File: src/rtl/lowpwr_pkg.sv
package lowpwr_pkg;
  typedef enum logic [2:0] {
    ST_RUN, ST_IDLE, ST_PDOWN, ST_STAB, ST_RWIN, ST_RST
  } pmState_t;

  typedef struct packed {
    logic cntClr;   // restart the shared cycle counter
    logic oscOn;    // oscillator running, divide-by-two tick advances
    logic cpuGate;  // processor clock allowed
    logic perGate;  // peripheral clock allowed
  } pmStrobe_t;
endpackage

File: src/rtl/lowpwr_datapath.sv
module lowpwr_datapath
  import lowpwr_pkg::*;
#(
  parameter int STAB_CYCLES = 1024,
  parameter int WIN_CYCLES  = 24
) (
  input  logic      clk,
  input  logic      rstN,
  input  pmStrobe_t strb,
  output logic      stabDone,
  output logic      winDone,
  output logic      cpuClkEn,
  output logic      periphClkEn
);
  localparam int MAXC  = (STAB_CYCLES > WIN_CYCLES) ? STAB_CYCLES : WIN_CYCLES;
  localparam int CNT_W = $clog2(MAXC + 1);

  logic [CNT_W-1:0] cnt;
  logic             tick;

  always_ff @(posedge clk or negedge rstN) begin
    if (!rstN)                         cnt <= '0;
    else if (strb.cntClr)              cnt <= '0;
    else if (cnt != CNT_W'(MAXC - 1))  cnt <= cnt + 1'b1;
  end

  // divide-by-two stage: duty cycle of the input clock is irrelevant
  always_ff @(posedge clk or negedge rstN) begin
    if (!rstN)            tick <= 1'b0;
    else if (strb.oscOn)  tick <= ~tick;
  end

  assign stabDone    = (cnt == CNT_W'(STAB_CYCLES - 1));
  assign winDone     = (cnt == CNT_W'(WIN_CYCLES - 1));
  assign cpuClkEn    = tick & strb.cpuGate & strb.oscOn;
  assign periphClkEn = tick & strb.perGate & strb.oscOn;
endmodule

File: src/rtl/lowpwr_ctrl_fsm.sv
module lowpwr_ctrl_fsm
  import lowpwr_pkg::*;
(
  input  logic      clk,
  input  logic      rstN,
  input  logic      hwRst,
  input  logic      idleReq,
  input  logic      pdReq,
  input  logic      intPend,
  input  logic      extIntPend,
  input  logic      extProgMem,
  input  logic      stabDone,
  input  logic      winDone,
  output pmStrobe_t strb,
  output logic      oscEn,
  output logic      pinOvr,
  output logic      aleLvl,
  output logic      psenLvl,
  output logic      p0Float,
  output logic      p2Addr,
  output logic      ramWrBlock,
  output logic      sfrRst
);
  pmState_t state, nextState;

  always_ff @(posedge clk or negedge rstN) begin
    if (!rstN) state <= ST_RUN;
    else       state <= nextState;
  end

  always_comb begin
    nextState = state;
    case (state)
      ST_RUN:   if (hwRst)           nextState = ST_RST;
                else if (pdReq)      nextState = ST_PDOWN;   // deep sleep wins
                else if (idleReq)    nextState = ST_IDLE;
      ST_IDLE:  if (hwRst)           nextState = ST_RWIN;
                else if (intPend)    nextState = ST_RUN;
      ST_PDOWN: if (hwRst)           nextState = ST_RST;
                else if (extIntPend) nextState = ST_STAB;
      ST_STAB:  if (hwRst)           nextState = ST_RST;
                else if (stabDone)   nextState = ST_RUN;
      ST_RWIN:  if (winDone)         nextState = ST_RST;
      ST_RST:   if (!hwRst)          nextState = ST_RUN;
      default:                       nextState = ST_RUN;
    endcase
  end

  logic inIdle, inDeep;
  assign inIdle = (state == ST_IDLE);
  assign inDeep = (state == ST_PDOWN) || (state == ST_STAB);

  always_comb begin
    strb.cntClr  = (state != nextState);
    strb.oscOn   = (state != ST_PDOWN);
    strb.cpuGate = (state == ST_RUN) || (state == ST_RWIN) || (state == ST_RST);
    strb.perGate = !inDeep;
  end

  assign oscEn      = strb.oscOn;
  assign pinOvr     = inIdle || inDeep;
  assign aleLvl     = inIdle;
  assign psenLvl    = inIdle;
  assign p0Float    = pinOvr && extProgMem;
  assign p2Addr     = inIdle && extProgMem;
  assign ramWrBlock = (state == ST_RWIN) || (state == ST_RST);
  assign sfrRst     = (state == ST_RST);
endmodule

File: src/rtl/lowpwr_ctrl.sv
module lowpwr_ctrl
  import lowpwr_pkg::*;
#(
  parameter int STAB_CYCLES = 1024,
  parameter int WIN_CYCLES  = 24
) (
  input  logic clk,
  input  logic rstN,
  input  logic hwRst,
  input  logic idleReq,
  input  logic pdReq,
  input  logic intPend,
  input  logic extIntPend,
  input  logic extProgMem,
  output logic cpuClkEn,
  output logic periphClkEn,
  output logic oscEn,
  output logic pinOvr,
  output logic aleLvl,
  output logic psenLvl,
  output logic p0Float,
  output logic p2Addr,
  output logic ramWrBlock,
  output logic sfrRst
);
  pmStrobe_t strb;
  logic      stabDone, winDone;

  lowpwr_ctrl_fsm u_fsm (
    .clk(clk), .rstN(rstN), .hwRst(hwRst), .idleReq(idleReq), .pdReq(pdReq),
    .intPend(intPend), .extIntPend(extIntPend), .extProgMem(extProgMem),
    .stabDone(stabDone), .winDone(winDone), .strb(strb), .oscEn(oscEn),
    .pinOvr(pinOvr), .aleLvl(aleLvl), .psenLvl(psenLvl), .p0Float(p0Float),
    .p2Addr(p2Addr), .ramWrBlock(ramWrBlock), .sfrRst(sfrRst)
  );

  lowpwr_datapath #(.STAB_CYCLES(STAB_CYCLES), .WIN_CYCLES(WIN_CYCLES)) u_dp (
    .clk(clk), .rstN(rstN), .strb(strb), .stabDone(stabDone), .winDone(winDone),
    .cpuClkEn(cpuClkEn), .periphClkEn(periphClkEn)
  );
endmodule

File: config.mk
export PLATFORM = sky130hd
export DESIGN_NAME = lowpwr_ctrl
export DESIGN_NICKNAME = d
export VERILOG_FILES = /design/src/rtl/lowpwr_pkg.sv /design/src/rtl/lowpwr_datapath.sv /design/src/rtl/lowpwr_ctrl_fsm.sv /design/src/rtl/lowpwr_ctrl.sv
export SDC_FILE = /design/constraint.sdc
export NUM_CORES = 1
export LEC_CHECK = 0
export ABC_CLOCK_PERIOD_IN_PS = 1900
export BUFFER_PORTS_ARGS = -buffer_cell sky130_fd_sc_hd__buf_2
export CAP_MARGIN = 10
export CELL_PAD_IN_SITES_DETAIL_PLACEMENT = 1
export CELL_PAD_IN_SITES_GLOBAL_PLACEMENT = 2
export CORE_AREA = 2 2 62 64
export DETAILED_ROUTE_END_ITERATION = 10
export DIE_AREA = 0 0 64 66
export PLACE_DENSITY_LB_ADDON = 0.1
export RECOVER_POWER = 100
export SYNTH_ARGS = -nofsm -noshare
export SYNTH_HDL_FRONTEND = slang
export SYNTH_SLANG_ARGS = --single-unit
File: constraint.sdc
create_clock -name clk -period 1.9 [get_ports clk]
set_clock_uncertainty 0.1 [all_clocks]
set_input_delay 0.095 -clock clk [delete_from_list [all_inputs] [get_ports clk]]
set_output_delay 0.095 -clock clk [all_outputs]
set_load 0.05 [all_outputs]
---- After elaboration in Yosys (flattened, before gate mapping) ----
Index checks and enable logic that the tools add are counted.
storage, ports and cells
  bits in registers ....................... 15
  bits in latches ......................... 0
  RAM bits ................................ 0
  memory bits (read-only) ................. 0
  output and inout port bits .............. 10
  memories kept ........................... 0
operators by class
  add/subtract/negate cells ............... 1
  $mul .................................... 0
  div/mod/pow operators ................... 0
  magnitude comparators ................... 0
  equal/unequal tests ..................... 10
  shift-type cells ........................ 0
  mux-type cells .......................... 14
  bitwise operators ....................... 5
  reduce and logical (&&, ||, !) cells .... 10
operator list
  cell                                                                        count
  3-bit 2-to-1 mux                                                            11
  11-bit 2-to-1 mux                                                           2
  3-bit one-hot mux with 6 select lines                                       1
  11-bit by 1-bit adder with 11-bit output (second input constant)            1
  11-bit by 10-bit equality test with 1-bit output (second input constant)    1
  11-bit by 5-bit equality test with 1-bit output (second input constant)     1
  11-bit by 10-bit inequality test with 1-bit output (second input constant)  1
  3-bit by 2-bit equality test with 1-bit output (second input constant)      2
  3-bit equality test (second input constant)                                 2
  1-bit logical OR                                                            5
  1-bit AND                                                                   4
  3-bit by 1-bit equality test with 1-bit output (second input constant)      1
  3-bit zero test                                                             1
  3-bit by 2-bit inequality test with 1-bit output (second input constant)    1
  3-bit inequality test                                                       1
  1-bit logical AND                                                           2
  2-bit nonzero test                                                          1
  1-bit zero test                                                             1
  1-bit inverter                                                              1

---- Depth between registers and ports, before layout ----
  depth after elaboration ................. 6
  depth in mapped cells ................... 9

---- Hierarchy ----
Synthesis repeated with hierarchy kept, for this count alone.
unflattened totals
  cell total of the unflattened synthesis .. 108
  area total of the unflattened synthesis .. 944.7 um^2
modules (own cells, without submodules)
  module           times used  cells an instance  area an instance (um^2)  seq. area each (um^2)
  lowpwr_datapath  1           66                 639.4                    300.3
  lowpwr_ctrl_fsm  1           42                 305.3                    75.1

---- Worst setup path before layout ----
OpenSTA, ideal clock, no wires.
  kind .................................... reg-to-reg
  from .................................... reg u_dp.cnt[0]
  to ...................................... reg u_dp.cnt[0]
  library setup time ...................... 0.139 ns
  arrival time ............................ 1.711 ns
  data required time ...................... 1.661 ns
  slack ................................... -0.050 ns
  cell stages (with the launch flop) ...... 10
  path buffers ............................ 2
  clock period less this slack ............ 1.950 ns
  cells stage by stage .................... dfrtp_1 ha_1 nand3b_1 or3_1 buf_6 nor2_4 o21ai_1 mux2i_1 buf_4 nor3_1
on the way
  cells in the longest elaborated chain, start to end .. 6
  elaborated cells between the ends (all ways) .. 12
  those cells by class .................... 1 x add/sub; 4 x eq/ne; 6 x mux; 1 x reduce/logical
RTL lines
  item                                                            line                   text
  start, declared                                                 lowpwr_datapath.sv:18  logic [CNT_W-1:0] cnt;
  start signal, assigned                                          lowpwr_datapath.sv:24  else if (cnt != CNT_W'(MAXC - 1)) cnt <= cnt + 1'b1;
  11-bit by 10-bit equality test with 1-bit output                lowpwr_datapath.sv:33  assign stabDone = (cnt == CNT_W'(STAB_CYCLES - 1));
  3-bit 2-to-1 mux                                                lowpwr_ctrl_fsm.sv:42  else if (stabDone) nextState = ST_RUN;
  3-bit 2-to-1 mux                                                lowpwr_ctrl_fsm.sv:41  ST_STAB: if (hwRst) nextState = ST_RST;
  3-bit one-hot mux with 6 select lines                           lowpwr_ctrl_fsm.sv:33  case (state)
  3-bit inequality test                                           lowpwr_ctrl_fsm.sv:54  strb.cntClr = (state != nextState);
  11-bit 2-to-1 mux / 2-bit nonzero test (equally long branches)  --
Parallel ways exist; a longest one is shown, timed or not. The select of a mux whose other input is x is not followed.
A chain may end at the register's enable or synchronous reset.

---- Worst setup path after layout ----
  from .................................... reg u_dp.cnt[1]
  to ...................................... reg u_dp.cnt[8]
The elaborated chain is that of the path after synthesis.

==> summary.md <==
| Metric | Value |
|---|---|
| Status | `finished, violations left` |
| Failing checks | `setup timing` |
| Avg WL per Cell | `about 15 um` |
| PnR worst setup slack | `-0.01025 ns` |
| Die X | `64 um` |
| Net Sw Frac | `a little under half` |
| First-pass iteration count of the detailed router | `2` |
| Internal Power | `roughly 900 uW` |
| LEAKAGE | `0.0006502 uW` |
| Register area | `approximately 380 um^2` |
| Adder-Cell Fraction of Synth Area | `around 1.3%` |
| CP Class | `reg -> reg` |
| Die H | `between 60 and 70 um` |
| Vias in the first global route | `slightly above 1k` |
| Ratio of total power to cell area | `between 1000 and 1500 nW/um^2` |
| Hold slack | `between 0.02 and 0.03 ns` |
| Max Root-Sink Buffers | `2` |
| Final slew viol count | `0` |
| Met2 WL | `1685 um` |
| Core ar. | `about 3600 um^2` |
| CTS tree | `yes` |
| Comb power frac | `between 60% and 70%` |
| Synth Area in Compound Gates | `around 16%` |
| Synth Instances | `~110` |
| Area fraction of the dominant cell type after synthesis | `between 30 and 40%` |
| CTS Sinks | `15` |
| Period minus WS final | `between 1.5 and 2 ns` |
| Hold Path Depth | `2` |
| Reg power frac | `between 20% and 30%` |
| Post-synthesis sequential area ratio | `between 30% and 40%` |
| Finished Cell Area | `between 1000 and 1500 um^2` |
| Syn. warnings | `0` |
| Critical path peak fanout | `6` |
| CTS clk-pin slew, worst paths | `~0.10 ns` |
| Setup crit start kind | `flop` |
| Setup TNS | `-0.03870 ns` |
| Total GRT Usage | `between 15 and 20%` |
| # DRC | `0` |
| Diodes inserted | `0` |
| Most frequent cells in the layout | `33 x buf_4, 13 x nor2_1, 13 x buf_2, 13 x dfrtp_1, 7 x nor3_1` |
| Fin. Hold Viols | `0` |
| Synth Area in Simple Gates | `between 30% and 40%` |
| Number of I/O pins | `18` |
| Ys flop type | `dfrtp_1` |
| CTS H-tree depth | `1` |
| Cell Rows | `22` |
| Syn avg cell area | `~9 um^2` |
| R2r worst-path depth | `8` |
| Share of layout cells above drive strength 1 | `45.57%` |
| Die area | `around 4200 um^2` |
| Port Buffers | `17` |
| Top Layer Used | `met4` |
| TritonCTS buffer count | `3` |
| Post-synth EDFFs | `0` |
| Util after Layout | `between 40 and 50%` |
| # nets final | `between 150 and 200` |
| Sw Pwr | `about 810 uW` |
| Post-synth top area cell | `dfrtp_1` |
| Relative slew slack | `a little over 40%` |
| GR Overflow Total | `0` |
| Worst-skew pair later-pin latency | `0.28 ns` |
| Worst hold path type | `in -> reg` |
| First-pass GRT wire length | `~5000 um` |
| Syn nets | `approximately 120` |
| Initial antenna violation count | `0` |
| Area Overhead vs Synth | `44.92%` |
| Endpoints failing setup | `7` |
| Largest net degree at the start of global routing | `16` |
| Placement Cell Area | `between 1000 and 1500 um^2` |
| CP arrival | `about 2 ns` |
| Clock root cell | `clkbuf_4` |
| Clk pwr share | `between 10 and 15%` |
| Vias per inst | `around 4.8` |
| Hpwl dp | `between 2000 and 2500 um` |
| Post-synthesis xor/xnor area fraction | `under 10%` |
| Area of the multi-input gates | `~610 um^2` |
| Most common cell after layout, fill and taps aside | `buf_4` |
| Cell Area, Synth | `about 1000 um^2` |
| Post-route ant nets | `0` |
| Final WL | `roughly 3100 um` |
| Mux share of post-synthesis cell area | `3.011%` |
| Unrepaired setup endpoints after global routing | `yes` |
| Final period util | `100.5%` |
| Global placement routability congestion | `slightly below 0.8` |
| Worst IR drop on VDD | `0.6137 mV` |
| Initial Utilization | `28.08%` |
| FILL cells | `436` |
| Max frequency | `between 0.5 and 0.6 GHz` |
| Via count | `~990` |
| FF+latch count, synth | `15` |
| Power consumption | `1710 uW` |
| Initial DRC count | `26` |
| MaxCap Viol Count | `0` |
| Critical Path RT | `just under 2 ns` |
| Setup crit end kind | `flop` |
| Worst-margin pin slew | `0.8830 ns` |
| Async set-reset flop share out of synthesis | `100.0%` |
| Synth cell types | `43` |
| Metal1 wirelength | `about 1300 um` |
| Largest family of logic cells by synthesized area | `simple AND/OR/NAND/NOR gates` |
| Metal3 WL | `64 um` |
| Top cells by area, synth | `dfrtp_1 38%, nor2_1 5.3%, nor3_1 4.5%` |
-- path summary, 6_finish.rpt --
path	startpoint	endpoint	slack (ns)
max in group asynchronous	rstN	u_dp.cnt[6]$_DFFE_PN0P_	0.77
worst min-delay path	hwRst	u_fsm.state[1]$_DFF_PN0_	0.03
worst max register to register	u_dp.cnt[1]$_DFFE_PN0P_	u_dp.cnt[8]$_DFFE_PN0P_	-0.01
worst min register to register	u_dp.tick$_DFFE_PN0P_	u_dp.tick$_DFFE_PN0P_	0.40
worst max-delay path	u_dp.cnt[1]$_DFFE_PN0P_	u_dp.cnt[8]$_DFFE_PN0P_	-0.01
min in group asynchronous	rstN	u_dp.cnt[10]$_DFFE_PN0P_	0.34
-- power by group through the flow --
stage / Clock, uW / Combinational [uW] / Sequential, uW
after floorplan: 0 / 654 / 438
after global placement: 0 / 997 / 444
after detailed placement: 0 / 1020 / 449
after CTS: 199 / 1030 / 445
after global routing: 214 / 1150 / 453
final: 190 / 1080 / 445
-- repair_timing --
action / 4_1_cts / 5_1_grt
hold endpoints to repair: 15 / 0
cloned: 0 / 1
buffers inserted: 0 / 4
pin swaps: 1 / 1
hold buffers: 1 / 0
resized for setup: 5 / 9
setup endpoints to repair: 3 / 11
-- flip-flops by register name, indices dropped and copies added, names as in the netlist --
register     cells
u_fsm.state      3
u_dp.tick        1
u_dp.cnt        11
-- synth_stat cells (2+ instances only) --
cell and n:
a21oi_1 5, and3_1 3, buf_4 4, dfrtp_1 15, inv_1 3, mux2i_1 3, nand2_1 3, nand2b_1 5
nand3_1 3, nor2_1 14, nor2b_1 2, nor3_1 9, nor4_1 2, o211ai_1 2, o21ai_0 2, o21ai_1 2
or3_1 2, xnor2_1 3, xor2_1 3
-- critical path, stage by stage, from the launching register on --
cell and delay, ns:
dfrtp_1 0.37, ha_2 0.18, nand3b_1 0.13, or3_4 0.39, nor2_4 0.11, o21ai_2 0.05, mux2i_1 0.20, buf_4 0.21
nor3_1 0.07
-- metal layers --
metal / global-route usage, % / vias up
li1: - / 489
met1: 17.65 / 485
met2: 29.82 / 12
met3: 2.215 / 2
met4: 5.707 / 0
met5: 0 / -
-- cell families (layout without fill, tap and decap cells) --
logic type / count (synthesis) / count (layout)
AO/OA/AOI/OAI: 21 / 21
XOR/XNOR: 6 / 6
adder cells (fa/ha/maj): 1 / 1
buffers and inverters: 10 / 59
flip-flops: 15 / 15
multiplexers: 3 / 3
AND/OR/NAND/NOR: 53 / 53
-- layout make-up --
type / instances / area share, %
Clock buffer: 4 / 1.818
Timing Repair Buffer: 52 / 25.02
Inverter: 3 / 0.7792
Multi-Input combinational cell: 84 / 42.08
Tap cell: 48 / 4.156
Sequential cell: 15 / 26.15
-- stage by stage --
step,worst slack [ns],cells
2_1_floorplan,0.01502,109
3_3_place_gp,-0.007535,196
3_5_place_dp,-0.09056,196
4_1_cts,0.001115,201
5_1_grt,-0.08748,206
6_report,-0.01025,206
Note: power is estimated with default switching activity, not from simulation.
